==> src/rtl/dma_sema_irq_regs.sv <==
module dma_sema_irq_regs #(
  parameter int NCH       = 8,
  parameter int ADDR_W    = 12,
  parameter int CNT_W     = 8,
  parameter int CHAN_BASE = 'h100,
  parameter int STRIDE    = 'h70
) (
  input  logic              clk,
  input  logic              rst_n,
  input  logic              wr_en_i,
  input  logic [ADDR_W-1:0] addr_i,
  input  logic [31:0]       wdata_i,
  output logic [31:0]       rdata_o,
  input  logic [NCH-1:0]    done_i,
  input  logic [NCH-1:0]    buserr_i,
  input  logic [NCH-1:0]    term_i,
  input  logic [NCH-1:0]    sema_dec_i,
  input  logic [NCH-1:0]    chan_rst_i,
  output logic [NCH-1:0]    run_req_o,
  output logic [NCH*32-1:0] cmd_addr_o,
  output logic              irq_o
);
  localparam logic [ADDR_W-1:0] A_IRQ     = ADDR_W'('h000);
  localparam logic [ADDR_W-1:0] A_IRQ_SET = ADDR_W'('h004);
  localparam logic [ADDR_W-1:0] A_IRQ_CLR = ADDR_W'('h008);
  localparam logic [ADDR_W-1:0] A_ERR     = ADDR_W'('h010);
  localparam logic [ADDR_W-1:0] A_ERR_CLR = ADDR_W'('h018);
  localparam logic [CNT_W:0]    CNT_MAX   = (CNT_W+1)'((1 << CNT_W) - 1);

  logic [NCH-1:0] cmplt_q, en_q, err_q, etype_q;
  logic [NCH-1:0] cmplt_d, en_d, err_d, etype_d;
  logic [CNT_W-1:0] cnt_q [NCH];
  logic [31:0]      cmd_q [NCH];

  wire [NCH-1:0] lo = wdata_i[NCH-1:0];
  wire [NCH-1:0] hi = wdata_i[16 +: NCH];
  wire wr_irq     = wr_en_i && addr_i == A_IRQ;
  wire wr_irq_set = wr_en_i && addr_i == A_IRQ_SET;
  wire wr_irq_clr = wr_en_i && addr_i == A_IRQ_CLR;
  wire wr_err_clr = wr_en_i && addr_i == A_ERR_CLR;
  wire [NCH-1:0] any_err = buserr_i | term_i;

  always_comb begin
    en_d    = wr_irq ? hi : wr_irq_set ? (en_q | hi) : wr_irq_clr ? (en_q & ~hi) : en_q;
    cmplt_d = wr_irq ? lo : wr_irq_set ? (cmplt_q | lo) : wr_irq_clr ? (cmplt_q & ~lo) : cmplt_q;
    cmplt_d = (cmplt_d | done_i) & ~chan_rst_i;
    err_d   = wr_err_clr ? (err_q & ~lo) : err_q;
    err_d   = (err_d | any_err) & ~chan_rst_i;
    etype_d = wr_err_clr ? (etype_q & ~hi) : etype_q;
    etype_d = ((etype_d & ~any_err) | buserr_i) & ~chan_rst_i;
  end

  always_ff @(posedge clk) begin
    if (!rst_n) begin
      cmplt_q <= '0;
      en_q    <= '0;
      err_q   <= '0;
      etype_q <= '0;
    end else begin
      cmplt_q <= cmplt_d;
      en_q    <= en_d;
      err_q   <= err_d;
      etype_q <= etype_d;
    end
  end

  for (genvar n = 0; n < NCH; n++) begin : g_ch
    localparam logic [ADDR_W-1:0] A_CMD  = ADDR_W'(CHAN_BASE + n * STRIDE);
    localparam logic [ADDR_W-1:0] A_SEMA = ADDR_W'(CHAN_BASE + n * STRIDE + 4);
    logic [CNT_W:0]   up, down;
    logic [CNT_W-1:0] cnt_d;

    always_comb begin
      up    = {1'b0, cnt_q[n]} +
              ((wr_en_i && addr_i == A_SEMA) ? {1'b0, wdata_i[CNT_W-1:0]} : '0);
      down  = (sema_dec_i[n] && up != '0) ? up - 1'b1 : up;
      cnt_d = (down > CNT_MAX) ? CNT_MAX[CNT_W-1:0] : down[CNT_W-1:0];
    end

    always_ff @(posedge clk) begin
      if (!rst_n) begin
        cnt_q[n] <= '0;
        cmd_q[n] <= '0;
      end else begin
        cnt_q[n] <= chan_rst_i[n] ? '0 : cnt_d;
        if (wr_en_i && addr_i == A_CMD) cmd_q[n] <= wdata_i;
      end
    end

    assign run_req_o[n]          = cnt_q[n] != '0;
    assign cmd_addr_o[n*32 +: 32] = cmd_q[n];
  end

  assign irq_o = (|(cmplt_q & en_q)) | (|err_q);

  always_comb begin
    rdata_o = '0;
    if (addr_i == A_IRQ || addr_i == A_IRQ_SET || addr_i == A_IRQ_CLR) begin
      rdata_o[NCH-1:0]  = cmplt_q;
      rdata_o[16 +: NCH] = en_q;
    end
    if (addr_i == A_ERR || addr_i == A_ERR_CLR) begin
      rdata_o[NCH-1:0]  = err_q;
      rdata_o[16 +: NCH] = etype_q;
    end
    for (int i = 0; i < NCH; i++) begin
      if (addr_i == ADDR_W'(CHAN_BASE + i * STRIDE)) rdata_o = cmd_q[i];
      if (addr_i == ADDR_W'(CHAN_BASE + i * STRIDE + 4)) rdata_o[16 +: CNT_W] = cnt_q[i];
    end
  end
endmodule

==> config.mk <==
export PLATFORM = sky130hd
export DESIGN_NAME = dma_sema_irq_regs
export DESIGN_NICKNAME = d
export VERILOG_FILES = /design/src/rtl/dma_sema_irq_regs.sv
export SDC_FILE = /design/constraint.sdc
export NUM_CORES = 1
export LEC_CHECK = 0
export BUFFER_PORTS_ARGS = -buffer_cell sky130_fd_sc_hd__buf_4
export CAP_MARGIN = 20
export CORE_MARGIN = 2
export CORE_UTILIZATION = 35
export DETAILED_ROUTE_END_ITERATION = 8
export PLACE_DENSITY = 0.63
export SLEW_MARGIN = 20
export SYNTH_ARGS = -nofsm -noshare
export SYNTH_HDL_FRONTEND = slang
export SYNTH_SLANG_ARGS = --single-unit
==> constraint.sdc <==
create_clock -name clk -period 10.42 [get_ports clk]
set_clock_uncertainty 0.05 [all_clocks]
set_input_delay 0.521 -clock clk [delete_from_list [all_inputs] [get_ports clk]]
set_output_delay 0.521 -clock clk [all_outputs]
set_load 0.05 [all_outputs]
Word level (Yosys, flattened, before mapping)
Memories as Yosys holds them, arrays and structs flattened.
Index checks and enable logic that the tools add are counted.
{"block": "op_classes", "n_eq_ne": 20, "n_mux": 102, "n_lt_le_gt_ge": 8, "n_addsub": 16, "reduce_logical": 51, "n_bitwise": 36}
{"cell": "$mux W32", "n": 16}
{"cell": "$mux W8", "n": 52}
{"cell": "$eq A12 B10 Y1 const B", "n": 8}
{"cell": "$add A8 B8 Y9", "n": 8}
{"cell": "$and A8 B8 Y8", "n": 9}
{"cell": "$eq A12 B9 Y1 const B", "n": 6}
{"cell": "$gt A9 B8 Y1 const B", "n": 8}
{"cell": "$mux W9", "n": 8}
{"cell": "$reduce_bool A9 Y1", "n": 8}
{"cell": "$sub A9 B1 Y9 const B", "n": 8}
{"cell": "$reduce_bool A8 Y1", "n": 8}
{"cell": "$or A8 B8 Y8", "n": 6}
{"cell": "$not A8 Y8", "n": 4}
{"cell": "$logic_and A1 B1 Y1", "n": 28}
{"cell": "$mux W1", "n": 26}
{"cell": "$eq A12 B11 Y1 const B", "n": 2}
{"cell": "$eq A12 B5 Y1 const B", "n": 2}
{"cell": "$or A1 B1 Y1", "n": 17}
{"cell": "$reduce_or A8 Y1", "n": 2}
{"cell": "$eq A12 B3 Y1 const B", "n": 1}
{"cell": "$eq A12 B4 Y1 const B", "n": 1}
{"cell": "$logic_not A12 Y1", "n": 1}
{"cell": "$logic_or A1 B1 Y1", "n": 3}
{"cell": "$reduce_bool A3 Y1", "n": 1}
{"block": "word_totals", "register_bits": 32, "n_memories": 2, "ram_bits": 320, "elab_cells": 239, "out_inout_bits": 297}
{"name": "cmd_q", "words": 8, "word_bits": 32, "read_ports": 8, "rd_clocked_by_memory_dff": 0, "write_ports": 8, "line": "33", "rtl": "logic [31:0] cmd_q [NCH];"}
{"name": "cnt_q", "words": 8, "word_bits": 8, "read_ports": 8, "rd_clocked_by_memory_dff": 0, "write_ports": 8, "line": "32", "rtl": "logic [CNT_W-1:0] cnt_q [NCH];"}

Longest topological paths before layout
Gate-level depths: netlist of run 1.
{"block": "logic_depth", "depth_word": 21, "ltp_mapped": 16, "ltp_nobuf": 14}

Worst setup path before layout of run 1
Ideal clock, no wire load.
{"block": "synth_path", "path_kind": "input-to-reg", "startpoint": "input addr_i[3]", "endpoint": "memory cnt_q[6][1] (netlist: cnt_q[1][17])", "path_buffers": 2, "arrival_time_ns": 4.224, "required_ns": 10.296, "setup_slack_ns": 6.072, "path_stages": 15, "cell_sequence": "clkbuf_1 or4b_2 nor2_1 nand2b_1 clkbuf_1 nor2_1 ha_1 fa_1 a211oi_1 or2_2 a221oi_1 and4b_1 a21boi_0 mux2_2 o21ai_0"}
{"element": "start, declared", "line": "11", "rtl": "input logic [ADDR_W-1:0] addr_i,"}
{"element": "end, declared", "line": "32"}

Worst setup path after layout of run 1
{"block": "layout_path", "startpoint": "input addr_i[9]", "endpoint": "output rdata_o[16]"}
{"block": "layout_via", "elab_chain_cells": 21, "word_cells_on_any_way": 42}
{"element": "$eq A12 B3 Y1 or $logic_not A12 Y1 (tied branches)", "line": "98", "rtl": "if (addr_i == A_IRQ || addr_i == A_IRQ_SET || addr_i == A_IRQ_CLR) begin"}
{"element": "$logic_or A1 B1 Y1 (2 in series)", "line": "98"}
{"element": "$mux W8", "line": "98"}
{"element": "$mux W8", "line": "102", "rtl": "if (addr_i == A_ERR || addr_i == A_ERR_CLR) begin"}
{"element": "$mux W32", "line": "107", "rtl": "if (addr_i == ADDR_W'(CHAN_BASE + i * STRIDE)) rdata_o = cmd_q[i];"}
{"element": "$mux W8", "line": "108", "rtl": "if (addr_i == ADDR_W'(CHAN_BASE + i * STRIDE + 4)) rdata_o[16 +: CNT_W] = cnt_q[i];"}
{"element": "$mux W32", "line": "107"}
{"element": "$mux W8", "line": "108"}
{"element": "[... 4 more ...]"}
{"element": "$mux W32", "line": "107"}
{"element": "$mux W8", "line": "108"}
{"element": "$mux W32", "line": "107"}
{"element": "$mux W8", "line": "108"}
{"element": "$mux W32", "line": "107"}
{"element": "$mux W8", "line": "108"}
{"element": "$mux W32", "line": "107"}
{"element": "$mux W8 *", "line": "108"}
{"element": "end, declared", "line": "13", "rtl": "output logic [31:0] rdata_o,"}
Every way passes the cells marked *; elsewhere a longest branch is shown, timed or not.

==> results of run 1 <==
## per-layer routing
metal  track usage  vias to the layer above
li1              -                     8494
met1        0.3554                     9365
met2        0.4575                      977
met3       0.08181                      190
met4        0.1196                        4
met5             0                        -
## critical path, delay by kind of cell
family / cells / cell delay, ns
simple gates: 3 / 1.57
compound gates: 4 / 1.40
buf+inv: 3 / 0.73
## layout make-up
class / count / area (µm²)
Tap cell: 765 / 957.2
Antenna cell: 2 / 5.005
Inverter: 39 / 146.4
Sequential cell: 352 / 9609
Timing Repair Buffer: 406 / 3068
Fill cell: 5625 / 32320
Clock inverter: 21 / 156.4
Clock buffer: 54 / 1147
Multi-Input combinational cell: 1570 / 10500
## per-stage QoR
| stage | utilization | instance area [µm²] | hold WS (ns) | setup slack (ns) | power (mW) |
|---|---|---|---|---|---|
| final | 0.4419 | 25590 | 0.09415 | 5.600 | 5.445 |
| after global routing | 0.4418 | 25590 | 0.1039 | 5.524 | 5.702 |
| after CTS | 0.4410 | 25540 | 0.07108 | 5.714 | 5.439 |
| after detailed placement | 0.4185 | 24240 | 0.4447 | 5.312 | 4.016 |
| after global placement | 0.4184 | 24230 | 0.4508 | 5.256 | 4.003 |
| after floorplan | - | 20590 | 0.4104 | 6.072 | 3.374 |
## synthesized netlist by cell type (10+ instances only)
cell	instances
and2_1	260
edfxtp_1	256
nor2_1	204
nand2_1	131
dfxtp_1	96
clkbuf_1	88
o21ai_0	86
a21oi_1	81
ha_1	80
a22oi_1	69
nand3_1	45
a211oi_1	40
inv_1	39
a31oi_1	37
nor3_1	34
nand4_1	31
and3_1	30
xnor2_1	29
a221oi_1	25
a21o_1	24
a222oi_1	22
nor4_1	22
o22ai_1	22
xor2_1	22
nand2b_1	21
buf_2	14
mux2_2	14
nor2b_1	13
o211ai_1	13
or2_2	13
a221o_1	12
a22o_1	12
o21a_1	10
or3_1	10
## power groups by stage
stage                     clock network, mW  registers, mW  logic (mW)
after floorplan                           0           1.95        1.42
after global placement                    0           1.86        2.14
after detailed placement                  0           1.86        2.15
after CTS                              1.44           1.84        2.17
after global routing                   1.48           1.85        2.37
final                                  1.42           1.84        2.19
## cells by family after synthesis
group,Yosys count,share of synthesized area
AOI/OAI and AO/OA,540,0.1876
xor gates and xnor gates,51,0.02170
adders and majority gates,88,0.05640
buffers and inverters,151,0.02856
DFF,352,0.4668
muxes,22,0.01216
and+or+nand+nor,869,0.2269
## sequential cells by signal, indices dropped and copies added, names as in the netlist, named ones only
name     cells
cmplt_q      8
cmd_q      256
etype_q      8
cnt_q       64
err_q        8
## final timing paths
path / start / end / depth (start not counted)
setup / recovery: addr_i[9] / rdata_o[16] / 10
hold / removal: done_i[4] / cmplt_q[4] / 3
setup reg to reg: cnt_q[0][0] / cnt_q[0][0] / 8
hold reg to reg: etype_q[7] / etype_q[7] / 2
==> flow_summary.ini, run 1 <==
[clock_network]
cts_tree = done
cts_buffer_depth = 3
cts-buffers-inserted = 42
clkLatencyLatePin_ns = 0.58
cts.sinks = 352
ctsResizeCount = 0
cts_hold_buf = 0
clk_pin_slew_ns = 0.06
cts_root_buf = clkbuf_16
cts_setup_buffers = 0
htreeDepth = 2

[placement]
numPortBuffers = 383
dp.cells = 3131
gp_congestion = 0.9535
dp_hpwl_um = 63350

[global_routing]
grt_use_total = 0.2841
grt_max_degree = 33
grt_pass1_wl_um = 126800
grt_pass1_vias = 18530
overflow = 0
antenna_found_initial = 5

[synthesis]
ys_async_sr_fraction = 0
yosys-top-cells-area = edfxtp_1 (37%), dfxtp_1 (9.3%), and2_1 (7.9%), ha_1 (4.9%), nor2_1 (3.7%)
synth_flop_cell = edfxtp_1
synth_top_cell_by_area = edfxtp_1
seq_area_frac_synth = 0.4668
synth-edff-count = 256
synth_nets = 2248
synthCells = 2073
yosys_warnings = 0
syn-cell-area_um2 = 20590
ys_ff_latch = 352
avgSynthCellArea_um2 = 9.931
synth_top_cell_area_share = 0.3734
ys_types = 94

[critical_path]
crit_chain = buf_4 -> nor4_1 -> buf_4 -> and4_1 -> a22oi_1 -> a222oi_1 -> o21ai_0 -> and4_1 -> o41ai_2 -> buf_4
cp_slowest_cell = nor4_1
path_class = in2out
crit_top_cell = buf_4
worstSetupStartpointType = primary input
cp.arrival_ns = 4.25
worstSetupEndpointType = output pin
cp_slowest_stage_delay_ns = 0.68
path_max_fanout = 17
regToRegSetupSlack_ns = 6.87
critPathRequiredTime_ns = 9.85

[floorplan]
core_area_um2 = 57920
initial_core_util = 0.3555
fp.dieH_um = 246.5
dieArea_um2 = 60780
die_w_um = 246.5
io_pins = 384
rows = 88

[cells_and_area]
drive_above_1_share = 0.2224
stdcell_count = 3209
final_common_cell = buf_4
area_growth_syn_to_layout_pct = 24.32
mostFrequentLayoutCells = buf_4 (405), and2_1 (260), edfxtp_1 (256)
nets = 2586

[detailed_routing]
highest_layer = met5
drc = 0
wl_met2_um = 40780
vias = 19030
firstDrtPassIters = 8
drt_wl_total_um = 88230
route.met3.wl_um = 8741
wl_per_cell_um = 27.50
ant_nets = 0
wl_met1_um = 34910
drtIter0Drc = 2186
post_drt_via_cell_ratio = 5.930

[sta]
hold_viol = 0
max_clock_freq_ghz = 0.2075
rsz0062_at_grt = false
tns_ns = 0
timing.final.max_slew_violations = 0
fin_crit_sh = 0.4626
relSlewSlack = 0.2374
finalCriticalPeriod_ns = 4.820
setup_viol = 0
worst_pin_slew_ns = 1.144

[power]
combPwrFrac = 0.402
max-vdd-ir-drop_uv = 208.8
clock_power_share = 0.260
swShare = 0.4106
p_per_area_nw_per_um2 = 212.8
switchingPower_mw = 2.236
internal_power_mw = 3.209
p_leak_nw = 10.20
p_seq_frac = 0.338

[outcome]
outcome = finished clean

[worst_hold_path]
hold_path.class = in2reg

[job]
maxCapViolations = 0
(Power assumes the default switching activity.)
==> inputs of run 2 (changes only) <==
- clock period: 10.42 -> 5.05 ns (I/O delays scaled with it)
==> flow_summary.ini, run 2 (same netlist as run 1, synthesis figures left out) <==
[critical_path]
cp_slowest_stage_delay_ns = 0.80
worstSetupStartpointType = primary input
cp_slowest_cell = or4_1
regToRegSetupSlack_ns = 1.63
crit_chain = buf_4 -> buf_4 -> or4_1 -> nor4_4 -> a221oi_1 -> a211o_1 -> a21oi_1 -> o22ai_1 -> a211oi_1 -> buf_4
critPathRequiredTime_ns = 4.75
path_max_fanout = 28
worstSetupEndpointType = output pin
crit_top_cell = buf_4
path_class = in2out
crit_buf_inv = 3
crit_family = compound AO/OA/AOI/OAI gates
cp.arrival_ns = 3.82

[sta]
setup_viol = 0
hold_ws_ns = 0.02368
rsz0062_at_grt = false
relSlewSlack = 0.2419
hold_viol = 0
timing.final.max_slew_violations = 0
finalCriticalPeriod_ns = 4.127
tns_ns = 0
max_clock_freq_ghz = 0.2423
worst_pin_slew_ns = 1.133
fin_crit_sh = 0.8173

[clock_network]
cts_setup_buffers = 0
clk_pin_slew_ns = 0.06
clkLatencyLatePin_ns = 0.58
htreeDepth = 2
cts_tree = done
ctsResizeCount = 0
cts_buffer_depth = 3
cts.sinks = 352
cts_root_buf = clkbuf_16
cts-buffers-inserted = 42

[detailed_routing]
drc = 0
drt_wl_total_um = 89720
drtIter0Drc = 1949
post_drt_via_cell_ratio = 5.939
wl_per_cell_um = 27.29
vias = 19520
firstDrtPassIters = 7
ant_nets = 0

[cells_and_area]
stdcell_area_um2 = 26270
mostFrequentLayoutCells = buf_4 (430), and2_1 (260), edfxtp_1 (256)
nets = 2661
area_growth_syn_to_layout_pct = 27.59
drive_above_1_share = 0.2253
fin_util = 0.4536
largest_reg_flops = 256
largest_register = cmd_q
top_regs = cmd_q (256), cnt_q (64)
final_common_cell = buf_4

[placement]
numPortBuffers = 383
dp_hpwl_um = 65180
place_area_um2 = 24420
gp_congestion = 0.9367

[power]
p_leak_nw = 10.53
max-vdd-ir-drop_uv = 437.1
p_per_area_nw_per_um2 = 433.3

[floorplan]
dieArea_um2 = 60780
io_pins = 384
fp.dieH_um = 246.5
die_w_um = 246.5
core_area_um2 = 57920
rows = 88
initial_core_util = 0.3555

[global_routing]
overflow = 0
grt_pass1_vias = 19300
grt_max_degree = 33
grt_pass1_wl_um = 128400
grt_use_total = 0.2870
antenna_found_initial = 3

[job]
maxCapViolations = 0

[outcome]
outcome = finished clean

[worst_hold_path]
hold_path.class = in2reg
[run 2: final timing paths]
kind | startpoint | to | cells after the start
setup / recovery | addr_i[2] | rdata_o[23] | 10
hold / removal | chan_rst_i[0] | cnt_q[0][1] | 4
setup reg to reg | cnt_q[1][16] | cnt_q[1][17] | 9
hold reg to reg | err_q[5] | err_q[5] | 2
[run 2: final cells by class]
type | instances | area [µm²]
Antenna cell | 5 | 12.51
Inverter | 39 | 146.4
Clock inverter | 22 | 185.2
Multi-Input combinational cell | 1570 | 10480
Tap cell | 765 | 957.2
Fill cell | 5589 | 31650
Clock buffer | 53 | 1135
Timing Repair Buffer | 481 | 3739
Sequential cell | 352 | 9609
[run 2: routing by layer]
| layer | routed length (µm) | vias to the layer above | GRT usage |
|---|---|---|---|
| met3 | 9119 | 194 | 0.07691 |
| li1 | - | 8655 | - |
| met5 | 0 | - | 0 |
| met1 | 35240 | 9605 | 0.3565 |
| met4 | 3732 | 0 | 0.1192 |
| met2 | 41630 | 1068 | 0.4703 |
[run 2: metrics by stage]
step	power [mW]	setup WS, ns	instances
floorplan	6.962	0.9705	2073
global placement	8.297	0.5685	3156
detailed placement	8.329	0.4659	3156
CTS	11.35	0.9774	3282
global route	11.90	0.5983	3284
finish	11.38	0.9226	3287
[run 2: timing repair]
item,4_1_cts,5_1_grt
endpoints found under the hold margin,156,0
hold buffers,51,0
setup endpoints to repair,0,0
[run 2: tightest hold or removal path, delay by kind of cell]
family | cells | cell delay (ns)
buffers and inverters | 1 | 0.08
AOI/OAI and AO/OA | 2 | 0.16
and+or+nand+nor | 1 | 0.09
[run 2: where the power goes]
part / internal, mW / total (mW) / switching, mW
sequential: 3.41 / 3.80 / 0.391
combinational: 1.65 / 4.59 / 2.94
clock: 1.70 / 2.99 / 1.30
total: 6.75 / 11.4 / 4.63
